==> config.mk <==
export PLATFORM = sky130hd
export DESIGN_NAME = storclr_seq
export DESIGN_NICKNAME = d
export VERILOG_FILES = /design/src/rtl/storclr_pkg.sv /design/src/rtl/storclr_hold.sv /design/src/rtl/storclr_fill.sv /design/src/rtl/storclr_seq.sv
export SDC_FILE = /design/constraint.sdc
export NUM_CORES = 1
export LEC_CHECK = 0
export BUFFER_PORTS_ARGS = -buffer_cell sky130_fd_sc_hd__buf_2
export CAP_MARGIN = 25
export CORE_ASPECT_RATIO = 0.9
export CORE_MARGIN = 4
export CORE_UTILIZATION = 55
export DETAILED_ROUTE_END_ITERATION = 6
export PLACE_DENSITY = 0.78
export SYNTH_ARGS = -nofsm -noshare
export SYNTH_HDL_FRONTEND = slang
export SYNTH_SLANG_ARGS = --single-unit
==> constraint.sdc <==
create_clock -name clk -period 1.79 [get_ports clk]
set_clock_uncertainty 0.1 [all_clocks]
set_input_delay 0.358 -clock clk [delete_from_list [all_inputs] [get_ports clk]]
set_output_delay 0.358 -clock clk [all_outputs]
set_load 0.05 [all_outputs]
==> src/rtl/storclr_pkg.sv <==
package storclr_pkg;

    typedef enum logic {
        PH_IDLE = 1'b0,
        PH_FILL = 1'b1
    } fill_phase_e;

    // Number of clock cycles in a hold of hold_ms milliseconds, at least one.
    function automatic int hold_cycles(input longint clk_hz, input longint hold_ms);
        longint n;
        n = (clk_hz * hold_ms) / 1000;
        if (n < 1) n = 1;
        return int'(n);
    endfunction

endpackage

==> src/rtl/storclr_hold.sv <==
module storclr_hold #(
    parameter int HOLD_CYCLES = 4096,
    parameter int SYNC_STAGES = 2
) (
    input  logic clk,
    input  logic rst_n,
    input  logic btn_n,
    input  logic pwr_good,
    output logic fire_o
);
    localparam int CNT_W = $clog2(HOLD_CYCLES + 1);
    localparam logic [CNT_W-1:0] CNT_SAT = CNT_W'(HOLD_CYCLES);
    localparam logic [CNT_W-1:0] CNT_FIRE = CNT_W'(HOLD_CYCLES - 1);

    typedef struct packed {
        logic [SYNC_STAGES-1:0] sync;
        logic [CNT_W-1:0]       cnt;
        logic                   armed;
    } hold_t;

    hold_t st_q, st_d;
    logic  btn_low;
    logic  qual;

    always_comb begin
        st_d      = st_q;
        st_d.sync = {st_q.sync[SYNC_STAGES-2:0], btn_n};
        btn_low   = ~st_q.sync[SYNC_STAGES-1];
        qual      = btn_low & pwr_good;

        // Consecutive qualified cycles, saturating at the limit.
        if (!qual) begin
            st_d.cnt = '0;
        end else if (st_q.cnt != CNT_SAT) begin
            st_d.cnt = st_q.cnt + 1'b1;
        end

        fire_o = st_q.armed & qual & (st_q.cnt == CNT_FIRE);

        // Release re-arms; a recognized press disarms until release.
        if (!btn_low) begin
            st_d.armed = 1'b1;
        end else if (fire_o) begin
            st_d.armed = 1'b0;
        end
    end

    always_ff @(posedge clk or negedge rst_n) begin
        if (!rst_n) begin
            st_q.sync  <= '1;
            st_q.cnt   <= '0;
            st_q.armed <= 1'b1;
        end else begin
            st_q <= st_d;
        end
    end

endmodule

==> src/rtl/storclr_fill.sv <==
module storclr_fill #(
    parameter int ADDR_W      = 8,
    parameter int DATA_W      = 8,
    parameter int BASE_ADDR   = 14,
    parameter int STORE_BYTES = 242,
    parameter int FILL_VALUE  = 255
) (
    input  logic              clk,
    input  logic              rst_n,
    input  logic              start_i,
    input  logic              pwr_good,
    output logic [ADDR_W-1:0] addr_o,
    output logic [DATA_W-1:0] data_o,
    output logic              we_o,
    output logic              busy_o
);
    import storclr_pkg::*;

    localparam logic [ADDR_W-1:0] FIRST_ADDR = ADDR_W'(BASE_ADDR);
    localparam logic [ADDR_W-1:0] LAST_ADDR  = ADDR_W'(BASE_ADDR + STORE_BYTES - 1);

    typedef struct packed {
        fill_phase_e       phase;
        logic [ADDR_W-1:0] addr;
    } fill_t;

    fill_t st_q, st_d;

    always_comb begin
        st_d = st_q;
        unique case (st_q.phase)
            PH_IDLE: begin
                if (start_i && pwr_good) begin
                    st_d.phase = PH_FILL;
                    st_d.addr  = FIRST_ADDR;
                end
            end
            PH_FILL: begin
                if (!pwr_good || st_q.addr == LAST_ADDR) begin
                    st_d.phase = PH_IDLE;
                    st_d.addr  = FIRST_ADDR;
                end else begin
                    st_d.addr = st_q.addr + 1'b1;
                end
            end
            default: begin
                st_d.phase = PH_IDLE;
                st_d.addr  = FIRST_ADDR;
            end
        endcase
    end

    always_ff @(posedge clk or negedge rst_n) begin
        if (!rst_n) begin
            st_q.phase <= PH_IDLE;
            st_q.addr  <= FIRST_ADDR;
        end else begin
            st_q <= st_d;
        end
    end

    assign busy_o = (st_q.phase == PH_FILL);
    assign we_o   = busy_o & pwr_good;
    assign addr_o = st_q.addr;
    assign data_o = DATA_W'(FILL_VALUE);

endmodule

==> src/rtl/storclr_seq.sv <==
module storclr_seq #(
    parameter int CLK_HZ      = 32768,
    parameter int HOLD_MS     = 125,
    parameter int SYNC_STAGES = 2,
    parameter int ADDR_W      = 8,
    parameter int DATA_W      = 8,
    parameter int BASE_ADDR   = 14,
    parameter int STORE_BYTES = 242,
    parameter int FILL_VALUE  = 255
) (
    input  logic              clk,
    input  logic              rst_n,
    input  logic              clr_btn_n,
    input  logic              pwr_good,
    output logic [ADDR_W-1:0] ram_addr_o,
    output logic [DATA_W-1:0] ram_wdata_o,
    output logic              ram_we_o,
    output logic              busy_o
);
    localparam int HOLD_CYCLES = storclr_pkg::hold_cycles(CLK_HZ, HOLD_MS);

    logic fire;

    storclr_hold #(
        .HOLD_CYCLES (HOLD_CYCLES),
        .SYNC_STAGES (SYNC_STAGES)
    ) u_hold (
        .clk      (clk),
        .rst_n    (rst_n),
        .btn_n    (clr_btn_n),
        .pwr_good (pwr_good),
        .fire_o   (fire)
    );

    storclr_fill #(
        .ADDR_W      (ADDR_W),
        .DATA_W      (DATA_W),
        .BASE_ADDR   (BASE_ADDR),
        .STORE_BYTES (STORE_BYTES),
        .FILL_VALUE  (FILL_VALUE)
    ) u_fill (
        .clk      (clk),
        .rst_n    (rst_n),
        .start_i  (fire),
        .pwr_good (pwr_good),
        .addr_o   (ram_addr_o),
        .data_o   (ram_wdata_o),
        .we_o     (ram_we_o),
        .busy_o   (busy_o)
    );

endmodule

==> results of run 1 <==
==> metal layers <==
metal	vias up	part of all wire, %	track usage [%]	routed length [µm]
met3	6	5.3	4.176	167
met1	615	45	25.44	1416
li1	589	-	-	-
met2	41	48	31.24	1516
met5	-	0	0	0
met4	0	1.1	2.727	34
==> final cells by class <==
type,instances,area (µm²)
Sequential cell,25,640.6
Timing Repair Buffer,27,175.2
Fill cell,195,804.5
Tap cell,28,35.03
Multi-Input combinational cell,103,737.0
Clock buffer,4,26.28
Inverter,12,48.80
==> state kept, by name, indices dropped and copies added, names as in the netlist <==
signal / count
u_hold.st_q: 15
u_hold.st_d: 1
u_fill.busy_o: 1
u_fill.addr_o: 8
==> layout by cell type, fill, tap and decap left out, types with 2 or more instances in the layout <==
cell	count
sky130_fd_sc_hd__clkbuf_4	3
sky130_fd_sc_hd__nand2b_1	2
sky130_fd_sc_hd__nand4_1	6
sky130_fd_sc_hd__nand2_1	5
sky130_fd_sc_hd__or3_1	3
sky130_fd_sc_hd__o221ai_1	2
sky130_fd_sc_hd__nor4b_1	2
sky130_fd_sc_hd__o21ai_0	6
sky130_fd_sc_hd__and4_1	2
sky130_fd_sc_hd__buf_2	12
sky130_fd_sc_hd__inv_1	10
sky130_fd_sc_hd__nor4_1	2
sky130_fd_sc_hd__ha_1	2
sky130_fd_sc_hd__a21oi_1	11
sky130_fd_sc_hd__dfrtp_1	16
sky130_fd_sc_hd__conb_1	8
sky130_fd_sc_hd__nand3_1	5
sky130_fd_sc_hd__dfrtp_2	3
sky130_fd_sc_hd__o211ai_1	3
sky130_fd_sc_hd__or4_1	8
sky130_fd_sc_hd__nor2_1	4
sky130_fd_sc_hd__buf_4	14
sky130_fd_sc_hd__o31ai_1	4
sky130_fd_sc_hd__dfstp_2	5
==> critical path, cell delays in order (launching register included) <==
cell and delay, ns:
sky130_fd_sc_hd__dfrtp_2 0.46, sky130_fd_sc_hd__inv_1 0.06, sky130_fd_sc_hd__ha_1 0.15, sky130_fd_sc_hd__or4b_4 0.49, sky130_fd_sc_hd__nor4_2 0.28, sky130_fd_sc_hd__nor3_1 0.08
==> cell families (layout without fill, tap and decap cells) <==
| kind of cell | after synthesis | count (layout) | synth area share (%) |
|---|---|---|---|
| AO/OA/AOI/OAI | 37 | 37 | 17.39 |
| adder cells (fa/ha/maj) | 3 | 3 | 2.648 |
| AND/OR/NAND/NOR | 51 | 51 | 23.92 |
| XOR/XNOR | 2 | 2 | 1.236 |
| buffers and inverters | 23 | 43 | 8.385 |
| flip-flops | 25 | 25 | 44.66 |
| other | 1 | 8 | 0.2645 |
| multiplexers | 2 | 2 | 1.500 |
==> path summary, 6_finish.rpt <==
check | to | slack, ns | depth (start not counted)
min | u_hold.st_d[15] | 0.03 | 1
max reg2reg | u_hold.st_q[1] | 0.06 | 5
max in group asynchronous | u_fill.addr_o[0] | 0.74 | 2
min in group asynchronous | u_fill.addr_o[4] | 0.45 | 2
min reg2reg | u_hold.st_q[15] | 0.27 | 0
max | u_hold.st_q[1] | 0.06 | 5
==> through the flow <==
stage	hold WS, ns	setup TNS, ns
3_5_place_dp	0.2510	0
5_1_grt	0.001446	-0.01263
2_1_floorplan	-0.03759	-0.04431
6_report	0.02719	0
4_1_cts	0.01218	0
3_3_place_gp	0.2482	0
==> power by group <==
part / leakage [nW] / internal (W) / switching, W
sequential: 0.302 / 0.000571 / 0.00000378
clock: 0.0150 / 0.0000871 / 0.000159
combinational: 0.397 / 0.0000204 / 0.0000679
total: 0.714 / 0.000679 / 0.000231
==> what timing repair did <==
item	in CTS	in global routing
endpoints found under the hold margin	19	0
resized for setup	1	11
endpoints found under the setup margin	2	11
setup buffers	1	3
hold buffers	1	0
==> results summary, run 1 <==
The post-detailed-routing wire length is 3135 µm. Clock-pin slew was measured on the worst setup and hold paths at 0.13 ns. The number of standard-cell rows in the floorplan came out at 17. The critical path is of the register to register type. In this run the tightest slew margin relative to its limit is 62.80%. The core occupancy in the finished layout came out at 67.39%.

The number of diodes added for antenna fixing came out at 0. After layout, the worst setup slack is 0.06353 ns. The count of state elements after synthesis came out at 25. The class of the tightest hold or removal check is input port to register.

The launch point of the worst path is u_hold.st_q[2]. The maximum clock frequency came out at 579.2 MHz. The worst register-to-register path begins at u_hold.st_q[2]. The x dimension of the die came out at 61.52 µm. The worst setup path is launched from a register. The clock latency reported for the late side of the worst-skew pair came out at 0.31 ns. The worst-path maximum fanout came out at 4. Ranked by instance count, the synthesized netlist is headed by 19 x sky130_fd_sc_hd__dfrtp_1, 12 x sky130_fd_sc_hd__inv_1, 11 x sky130_fd_sc_hd__a21oi_1.

The number of detailed-route iterations in the first pass is 4. The CTS H-tree depth is 1. The post-synthesis instance total came out at 144. The mapped netlist covers 1418 µm². For the pin with the worst max-slew slack, the measured transition is 0.5503 ns. The placed instance count is 190.

For this design the static power due to leakage is 0.7143 nW. The half-perimeter wire length after detailed placement is 2226 µm. The wire length per cell after detailed routing came out at 15.75 µm. Counting every sink on the clock net gives 25. 22 I/O pins were placed. The final hold violation count is 0.

For the finished layout, the period the worst path requires is 1.726 ns. The total DRC errors in the routed layout came out at 0. The average cell area after synthesis came out at 9.845 µm². By area the synthesized netlist is led by sky130_fd_sc_hd__dfrtp_1 34%, sky130_fd_sc_hd__dfstp_2 11%, sky130_fd_sc_hd__buf_4 4.2%. The number of clock buffers added by TritonCTS is 3. The total placed instance area came out at 1559 µm². The dominant cell by count in the synthesized netlist is sky130_fd_sc_hd__dfrtp_1. The global-route wire length before repair came out at 5216 µm. The number of max-slew violations in the final report is 0.

The area fraction of the dominant cell type after synthesis came out at 33.54%. The fraction of registers with async set/reset came out at 100.0%. The antenna violation net count after detailed routing came out at 0. The startpoint identified for the worst hold timing path is clr_btn_n.

STA classifies the critical path endpoint as a register. The number of global-route vias before repair was 1185. For this run, the post-layout net count is 179. The flow ran to the end, and the final reports show no timing, DRC or antenna violations. The effective utilization at floorplan came out at 57.45%. The share of post-route cells with drive strength above 1 is 29.24%. The die covers 3455 µm².

After routing the design area is 1663 µm². The number of warnings reported in the yosys synthesis log came out at 0. The power density of the placed cells came out at 547.0 nW/µm². The layout overhead on the synthesized area came out at 17.30%. The total global routing track utilization is 18.89%.

STA puts the critical path data required time at 1.90 ns. Setup violations remaining at the end of the flow were counted as 0. The first routing iteration left 47 violations. The maximum vdd drop is 0.4550 mV. The core footprint came out at 2467 µm². The number of synthesized flops with an enable pin is 0. The routed via count divided by cell count is 6.286. Counting along the longest clock path gives a buffer depth of 2. The floorplan step set the die height to 56.17 µm. Data arrives at the worst endpoint at 1.84 ns. The tree is rooted in a sky130_fd_sc_hd__clkbuf_4. The most used flip-flop cell after synthesis is sky130_fd_sc_hd__dfrtp_1.

The count of different cell masters after synthesis came out at 45. The routed layout has 1251 vias. The sequential share of the synthesized area is 44.66%.

Timing analysis after detailed placement gives a worst setup slack of 0.03045 ns. The total overflow left after global routing is 0. The global placer's final weighted congestion is 0.7817. The post-route fraction of the period consumed by the critical path is 96.45%. The most area-hungry cell type in the Yosys netlist is sky130_fd_sc_hd__dfrtp_1. The finished layout holds 199 standard cells, fillers aside. TritonCTS built the clock tree. Total power for the finished layout comes to 0.0009097 W. The number of max-cap violations came out at 0.

The initial antenna violation count is 0. The number of buffer cells added on primary ports is 13. The maximum number of pins on one net before global-route repair is 26.
No activity file was read; power rests on OpenSTA's default activity.
==> run 2: changes to the inputs <==
BUFFER_PORTS_ARGS = -buffer_cell sky130_fd_sc_hd__buf_4   (was -buffer_cell sky130_fd_sc_hd__buf_2)
==> run 2 against run 1 <==
Setup slack worse by 0.048 ns. Largest power group unchanged. Highest routed layer unchanged. Core utilization is 1.3 points higher. Combinational power hardly changed. Sequential share of layout area is 0.64 points lower.
==> results summary, run 2 (synthesized netlist as in run 1, its figures left out) <==
The worst-margin pin slew is 0.5466 ns (was 0.5503 ns). The global placer's final weighted congestion came to 0.8028 (was 0.7817). The half-perimeter wire length after detailed placement came out at 2194 µm (was 2226 µm).

The total global routing track utilization was 19.91% (was 18.89%). The setup violation total in the final timing report was 0 (unchanged). The layout overhead on the synthesized area is 19.51% (was 17.30%). The effective utilization at floorplan came out at 57.45% (unchanged).

The number of global-route vias before repair is 1159 (was 1185). The worst-path maximum fanout came out at 5 (was 4). The share of post-route cells with drive strength above 1 came out at 30.00% (was 29.24%).

The register share of total power is 63.0% (was 63.2%). The worst hold-check slack came out at 0.03384 ns (was 0.02719 ns). The number of violations reported at the end of detailed-routing iteration 0 is 58 (was 47).

The flip-flop count of the largest register after layout came out at 15 (unchanged). The clock latency reported for the late side of the worst-skew pair came out at 0.31 ns (about the same). The setup TNS is 0 ns (unchanged). Cell-by-cell listing of the critical path: inv_1 -> ha_1 -> or4b_4 -> nor4_2 -> nor3_1 (unchanged). The number of max-cap violations is 0 (unchanged). The post-detailed-routing wire length is 3144 µm (was 3135 µm). The maximum number of pins on one net before global-route repair is 26 (unchanged). The maximum clock frequency came out at 563.4 MHz (was 579.2 MHz). The combinational fraction of design power came out at 9.6% (was 9.7%). The initial antenna violation count came out at 0 (unchanged). The final non-filler cell area was 1694 µm² (was 1663 µm²). The power spent charging and discharging nets came out at 0.0002377 W (was 0.0002306 W). The data arrival time of the critical path came out at 1.89 ns (was 1.84 ns). Leading cell types in the layout, fill and taps excluded: 25 x sky130_fd_sc_hd__buf_4, 15 x sky130_fd_sc_hd__dfrtp_1, 11 x sky130_fd_sc_hd__inv_1, 11 x sky130_fd_sc_hd__a21oi_1 (was 16 x sky130_fd_sc_hd__dfrtp_1, 14 x sky130_fd_sc_hd__buf_4, 12 x sky130_fd_sc_hd__buf_2, 11 x sky130_fd_sc_hd__a21oi_1, 10 x sky130_fd_sc_hd__inv_1). The element type at the critical path end was a register (unchanged). The fraction of power spent switching nets came out at 25.97% (was 25.35%). The number of diodes added for antenna fixing is 0 (unchanged).

The hold path startpoint is clr_btn_n (unchanged). Result of the run: finished, final reports clean (unchanged). The relative slew slack came out at 63.23% (was 62.80%).

The die area came out at 3455 µm² (unchanged). The global-route wire length before repair is 5313 µm (was 5216 µm). The kind of critical path was register to register (unchanged).

The final hold violation count is 0 (unchanged). The clock buffer count from CTS came out at 3 (unchanged). The shortest clock period the worst path allows after layout is 1.775 ns (was 1.726 ns). The wire length per cell after detailed routing came out at 15.88 µm (was 15.75 µm). The total clock sinks is 25 (unchanged). The CTS H-tree depth is 1 (unchanged). The number of vias after detailed routing is 1231 (was 1251). The clock tree root buffer cell is sky130_fd_sc_hd__clkbuf_4 (unchanged). The cell internal power dissipation is 0.0006774 W (was 0.0006790 W). The sum of overflow across all layers after global routing is 0 (unchanged). The post-route fraction of the period consumed by the critical path is 99.15% (was 96.45%). The share of power burned in the clock network came out at 27.3% (was 27.1%). The area occupied by multi-input gates came out at 743.2 µm² (was 737.0 µm²). The number of buffer cells added on primary ports came out at 13 (unchanged).

The launch point of the worst path was u_hold.st_q[1] (was u_hold.st_q[2]). The total DRC errors in the routed layout came out at 0 (unchanged). The class of the tightest hold or removal check is input port to register (unchanged).

The number of standard-cell rows in the floorplan is 17 (unchanged). The die height is 56.17 µm (unchanged). The largest register by flop count is u_hold.st_q (unchanged). The CTS tree is yes (unchanged). The core footprint is 2467 µm² (unchanged).

The critical path data required time came out at 1.90 ns (about the same). The most frequent standard cell in the layout excluding fill and tap cells was sky130_fd_sc_hd__buf_4 (was sky130_fd_sc_hd__dfrtp_1). The cell with the largest stage delay on the worst path is sky130_fd_sc_hd__or4b_4 (unchanged).

The maximum buffer depth of the clock tree came out at 2 (unchanged). The number of max-slew violations in the final report came out at 0 (unchanged). The power density of the placed cells is 540.1 nW/µm² (was 547.0 nW/µm²). The cell leakage power came out at 0.7227 nW (was 0.7143 nW). The sequential standard cell area came out at 641.9 µm² (was 640.6 µm²).

The total placed instance area came out at 1584 µm² (was 1559 µm²). The startpoint of the worst register-to-register path was u_hold.st_q[1] (was u_hold.st_q[2]). The number of nets in the finished design is 178 (was 179). The x dimension of the die is 61.52 µm (unchanged).

The number of top-level pins is 22 (unchanged). The type of origin of the critical path is a register (unchanged). The count of fill cells added during filler insertion came out at 199 (was 195). The maximum vdd drop came out at 0.4503 mV (was 0.4550 mV).

Setup repair after global routing could not meet its margin everywhere. The clock transition at the registers of the reported paths came out at 0.13 ns (about the same). The routed via count divided by cell count is 6.217 (was 6.286). The delay of the slowest critical-path stage came out at 0.50 ns (was 0.49 ns).

The number of detailed-route iterations in the first pass is 4 (unchanged). The antenna violation net count after detailed routing came out at 0 (unchanged).
run 2: changes by cell type in the layout (fill, tap and decap cells not counted), sizes merged:
cell    change
clkbuf      -1
buf         -1
clkinv      +1
run 2: layout make-up:
type / instances / share of cell area, %
multi-input cells: 103 / 43.87
flip-flops and latches: 25 / 37.89
repair buffers: 26 / 11.67
inverters: 12 / 2.880
well taps: 28 / 2.068
clock buffers: 3 / 1.329
clock inverters: 1 / 0.2954
run 2: final timing paths:
kind | end | slack, ns | depth (start not counted)
max in group asynchronous | u_hold.st_d[15] | 0.94 | 2
min | u_hold.st_d[15] | 0.03 | 1
max | u_hold.st_q[1] | 0.02 | 5
max reg2reg | u_hold.st_q[1] | 0.02 | 5
min in group asynchronous | u_fill.addr_o[4] | 0.36 | 2
min reg2reg | u_hold.st_q[15] | 0.27 | 0
run 2: stage by stage:
| step | power (W) | utilization (%) | std cells | setup WS (ns) |
|---|---|---|---|---|
| 3_5_place_dp | 0.0006635 | 64.20 | 189 | -0.002586 |
| 2_1_floorplan | 0.0006529 | - | 151 | -0.02608 |
| 6_report | 0.0009150 | 68.66 | 198 | 0.01516 |
| 3_3_place_gp | 0.0006613 | 64.20 | 189 | 0.1228 |
| 5_1_grt | 0.0009536 | 68.66 | 198 | -0.04369 |
| 4_1_cts | 0.0009224 | 66.43 | 195 | -0.009508 |
run 2: worst max-delay path, delay by kind of cell (launching register included):
kind	cells	cell delay, ns
fa+ha+maj	1	0.16
buf+inv	1	0.09
flops	1	0.46
simple gates	3	0.87
run 2: metal layers:
layer	vias up	wire length [µm]	global-route usage, %	part of all wire, %
li1	580	-	-	-
met1	614	1403	28.36	45
met2	35	1588	30.64	51
met3	2	142	3.480	4.5
met4	0	9	5.455	0.29
met5	-	0	0	0
run 2: repair_timing:
action / 4_1_cts / 5_1_grt
endpoints found under the setup margin: 3 / 12
hold endpoints to repair: 19 / 0
buffers inserted: 1 / 3
hold buffers: 1 / 0
resized for setup: 3 / 8
run 2: power groups by stage:
stage / clock network, W / logic (W) / registers [W]
after floorplan: 0 / 0.0000681 / 0.000585
after global placement: 0 / 0.0000756 / 0.000586
after detailed placement: 0 / 0.0000773 / 0.000586
after CTS: 0.000264 / 0.0000823 / 0.000576
after global routing: 0.000280 / 0.0000964 / 0.000577
final: 0.000250 / 0.0000883 / 0.000577
==> run 3: changes to the inputs <==
RECOVER_POWER = 25   (was unset)
==> run 3 against run 2 <==
Wire length fell by 0.13%. Core utilization fell by 0.10 points. Clock-buffer cell count did not move. Power barely moved. Worst hold slack improved by 0.00074 ns. Setup slack did not move. Sequential power barely moved. Critical path type unchanged. Register-to-register slack barely moved. Via count barely moved. Non-clock buffer count did not move.
==> results summary, run 3 (synthesized netlist as in run 1, its figures left out) <==
Result of the run: finished, final reports clean (unchanged). The data arrival time of the critical path is 1.89 ns (about the same). The class of the tightest hold or removal check is input port to register (unchanged). The number of max-cap violations came out at 0 (unchanged).

The total placed instance area is 1584 µm² (unchanged). The x dimension of the die came out at 61.52 µm (unchanged). The total DRC errors in the routed layout came out at 0 (unchanged). The number of detailed-route iterations in the first pass is 4 (unchanged). The launch point of the worst path is u_hold.st_q[1] (unchanged). The number of standard-cell rows in the floorplan was 17 (unchanged). The worst reg2reg path endpoint is u_hold.st_q[1] (unchanged). The number of vias after detailed routing came out at 1232 (was 1231).

The die height is 56.17 µm (unchanged). The global-route wire length before repair came to 5313 µm (unchanged). The number of nets in the finished design is 178 (unchanged). The worst reg2reg path depth is 5 (unchanged). The total clock sinks came out at 25 (unchanged). The final non-filler cell area is 1692 µm² (was 1694 µm²). The clock tree root buffer cell is sky130_fd_sc_hd__clkbuf_4 (unchanged).

The maximum number of pins on one net before global-route repair is 26 (unchanged). The kind of critical path is register to register (unchanged). The clock latency reported for the late side of the worst-skew pair was 0.31 ns (about the same). The post-route fraction of the period consumed by the critical path was 99.15% (unchanged). The worst hold-check slack came out at 0.03458 ns (was 0.03384 ns).

The half-perimeter wire length after detailed placement is 2194 µm (unchanged). The routed via count divided by cell count came out at 6.222 (was 6.217). The core footprint came out at 2467 µm² (unchanged). The worst-path maximum fanout came out at 5 (unchanged). The number of max-slew violations in the final report is 0 (unchanged). The antenna violation net count after detailed routing came out at 0 (unchanged). Leading cell types in the layout, fill and taps excluded: 23 x sky130_fd_sc_hd__buf_4, 15 x sky130_fd_sc_hd__dfrtp_1, 11 x sky130_fd_sc_hd__inv_1, 11 x sky130_fd_sc_hd__a21oi_1 (was 25 x sky130_fd_sc_hd__buf_4, 15 x sky130_fd_sc_hd__dfrtp_1, 11 x sky130_fd_sc_hd__inv_1, 11 x sky130_fd_sc_hd__a21oi_1). The initial antenna violation count is 0 (unchanged).

The number of buffer cells added on primary ports was 13 (unchanged). The CTS H-tree depth came to 1 (unchanged). The largest register by flop count is u_hold.st_q (unchanged). The total global routing track utilization is 19.91% (unchanged). The setup violation total in the final timing report is 0 (unchanged). The most frequent standard cell in the layout excluding fill and tap cells is sky130_fd_sc_hd__buf_4 (unchanged).

The wire length per cell after detailed routing was 15.86 µm (was 15.88 µm). The final hold violation count was 0 (unchanged). The sum of overflow across all layers after global routing came out at 0 (unchanged). The die area is 3455 µm² (unchanged). The shortest clock period the worst path allows after layout came out at 1.775 ns (unchanged). The worst-case register-to-register setup slack came out at 0.02 ns (about the same).

The clock buffer count from CTS is 3 (unchanged). The layout overhead on the synthesized area is 19.33% (was 19.51%). The flip-flop count of the largest register after layout came out at 15 (unchanged). The share of post-route cells with drive strength above 1 is 30.00% (unchanged). Unrepaired setup endpoints after global routing: yes (unchanged).

The maximum buffer depth of the clock tree came out at 2 (unchanged). The maximum clock frequency is 563.4 MHz (unchanged). The CTS tree is yes (unchanged). The critical path data required time came out at 1.90 ns (about the same). The type of origin of the critical path is a register (unchanged). The number of global-route vias before repair came out at 1159 (unchanged). The global placer's final weighted congestion came out at 0.8028 (unchanged). The number of diodes added for antenna fixing came out at 0 (unchanged).

The post-detailed-routing wire length is 3140 µm (was 3144 µm). The element type at the critical path end is a register (unchanged). The maximum vdd drop came to 0.4501 mV (was 0.4503 mV).

The end point of the critical path is u_hold.st_q[1] (unchanged). The startpoint of the worst register-to-register path was u_hold.st_q[1] (unchanged). The relative slew slack was 58.74% (was 63.23%). The power density of the placed cells came out at 540.4 nW/µm² (was 540.1 nW/µm²). The effective utilization at floorplan came out at 57.45% (unchanged). The number of top-level pins came to 22 (unchanged). The cell leakage power is 0.7219 nW (was 0.7227 nW). The number of violations reported at the end of detailed-routing iteration 0 is 58 (unchanged). The clock transition at the registers of the reported paths came out at 0.13 ns (about the same).

The count of fill cells added during filler insertion is 200 (was 199). The worst-margin pin slew is 0.6189 ns (was 0.5466 ns).
## run 3: routing by layer
layer	global-route usage, %	wire length, µm
met3	3.480	146
met1	28.36	1397
met4	5.455	9
met5	0	0
met2	30.64	1586
## run 3: timing repair
action                     CTS  global route
setup buffers                1             3
gates cloned                 0             0
hold buffers                 1             0
setup endpoints to repair    3            12
hold endpoints to repair    19             0
resized for setup            3             8
## run 3: per-stage QoR
| step | total power (W) | setup slack (ns) | TNS (ns) | std cells | util, % |
|---|---|---|---|---|---|
| after floorplan | 0.0006529 | -0.02608 | -0.04431 | 151 | - |
| after global placement | 0.0006613 | 0.1228 | 0 | 189 | 64.20 |
| after detailed placement | 0.0006635 | -0.002586 | -0.002586 | 189 | 64.20 |
| after CTS | 0.0009224 | -0.009508 | -0.009508 | 195 | 66.43 |
| after global routing | 0.0009527 | -0.04369 | -0.07916 | 198 | 68.56 |
| final | 0.0009141 | 0.01516 | 0 | 198 | 68.56 |
## run 3: critical path: stages (launching register included)
cell and delay [ns]:
sky130_fd_sc_hd__dfrtp_2 0.46, sky130_fd_sc_hd__inv_1 0.09, sky130_fd_sc_hd__ha_1 0.16, sky130_fd_sc_hd__or4b_4 0.50, sky130_fd_sc_hd__nor4_2 0.29, sky130_fd_sc_hd__nor3_1 0.08
## run 3: worst min-delay path by stage
| stage | startpoint | end | slack [ns] | depth (start not counted) |
|---|---|---|---|---|
| finish | clr_btn_n | u_hold.st_d[15] | 0.03 | 1 |
| global route | clr_btn_n | u_hold.st_d[15] | 0.01 | 1 |
| CTS | clr_btn_n | u_hold.st_d[15] | 0.02 | 1 |
| detailed placement | rst_n | u_fill.addr_o[4] | 0.18 | 1 |
| global placement | rst_n | u_fill.addr_o[4] | 0.18 | 1 |
| floorplan | rst_n | u_fill.addr_o[0] | -0.04 | 0 |
## run 3: cell type report
class	count	area (µm²)	area share (%)
Clock buffer	3	22.52	1.331
Clock inverter	1	5.005	0.2959
Inverter	12	48.80	2.885
Multi-Input combinational cell	103	743.2	43.93
Sequential cell	25	641.9	37.94
Tap cell	28	35.03	2.071
Timing Repair Buffer	26	195.2	11.54
## run 3: power breakdown
part | switching (W) | internal, W | leakage (nW)
logic | 0.0000662 | 0.0000211 | 0.403
clock network | 0.000166 | 0.0000836 | 0.0177
registers | 0.00000491 | 0.000572 | 0.301
total | 0.000238 | 0.000676 | 0.722
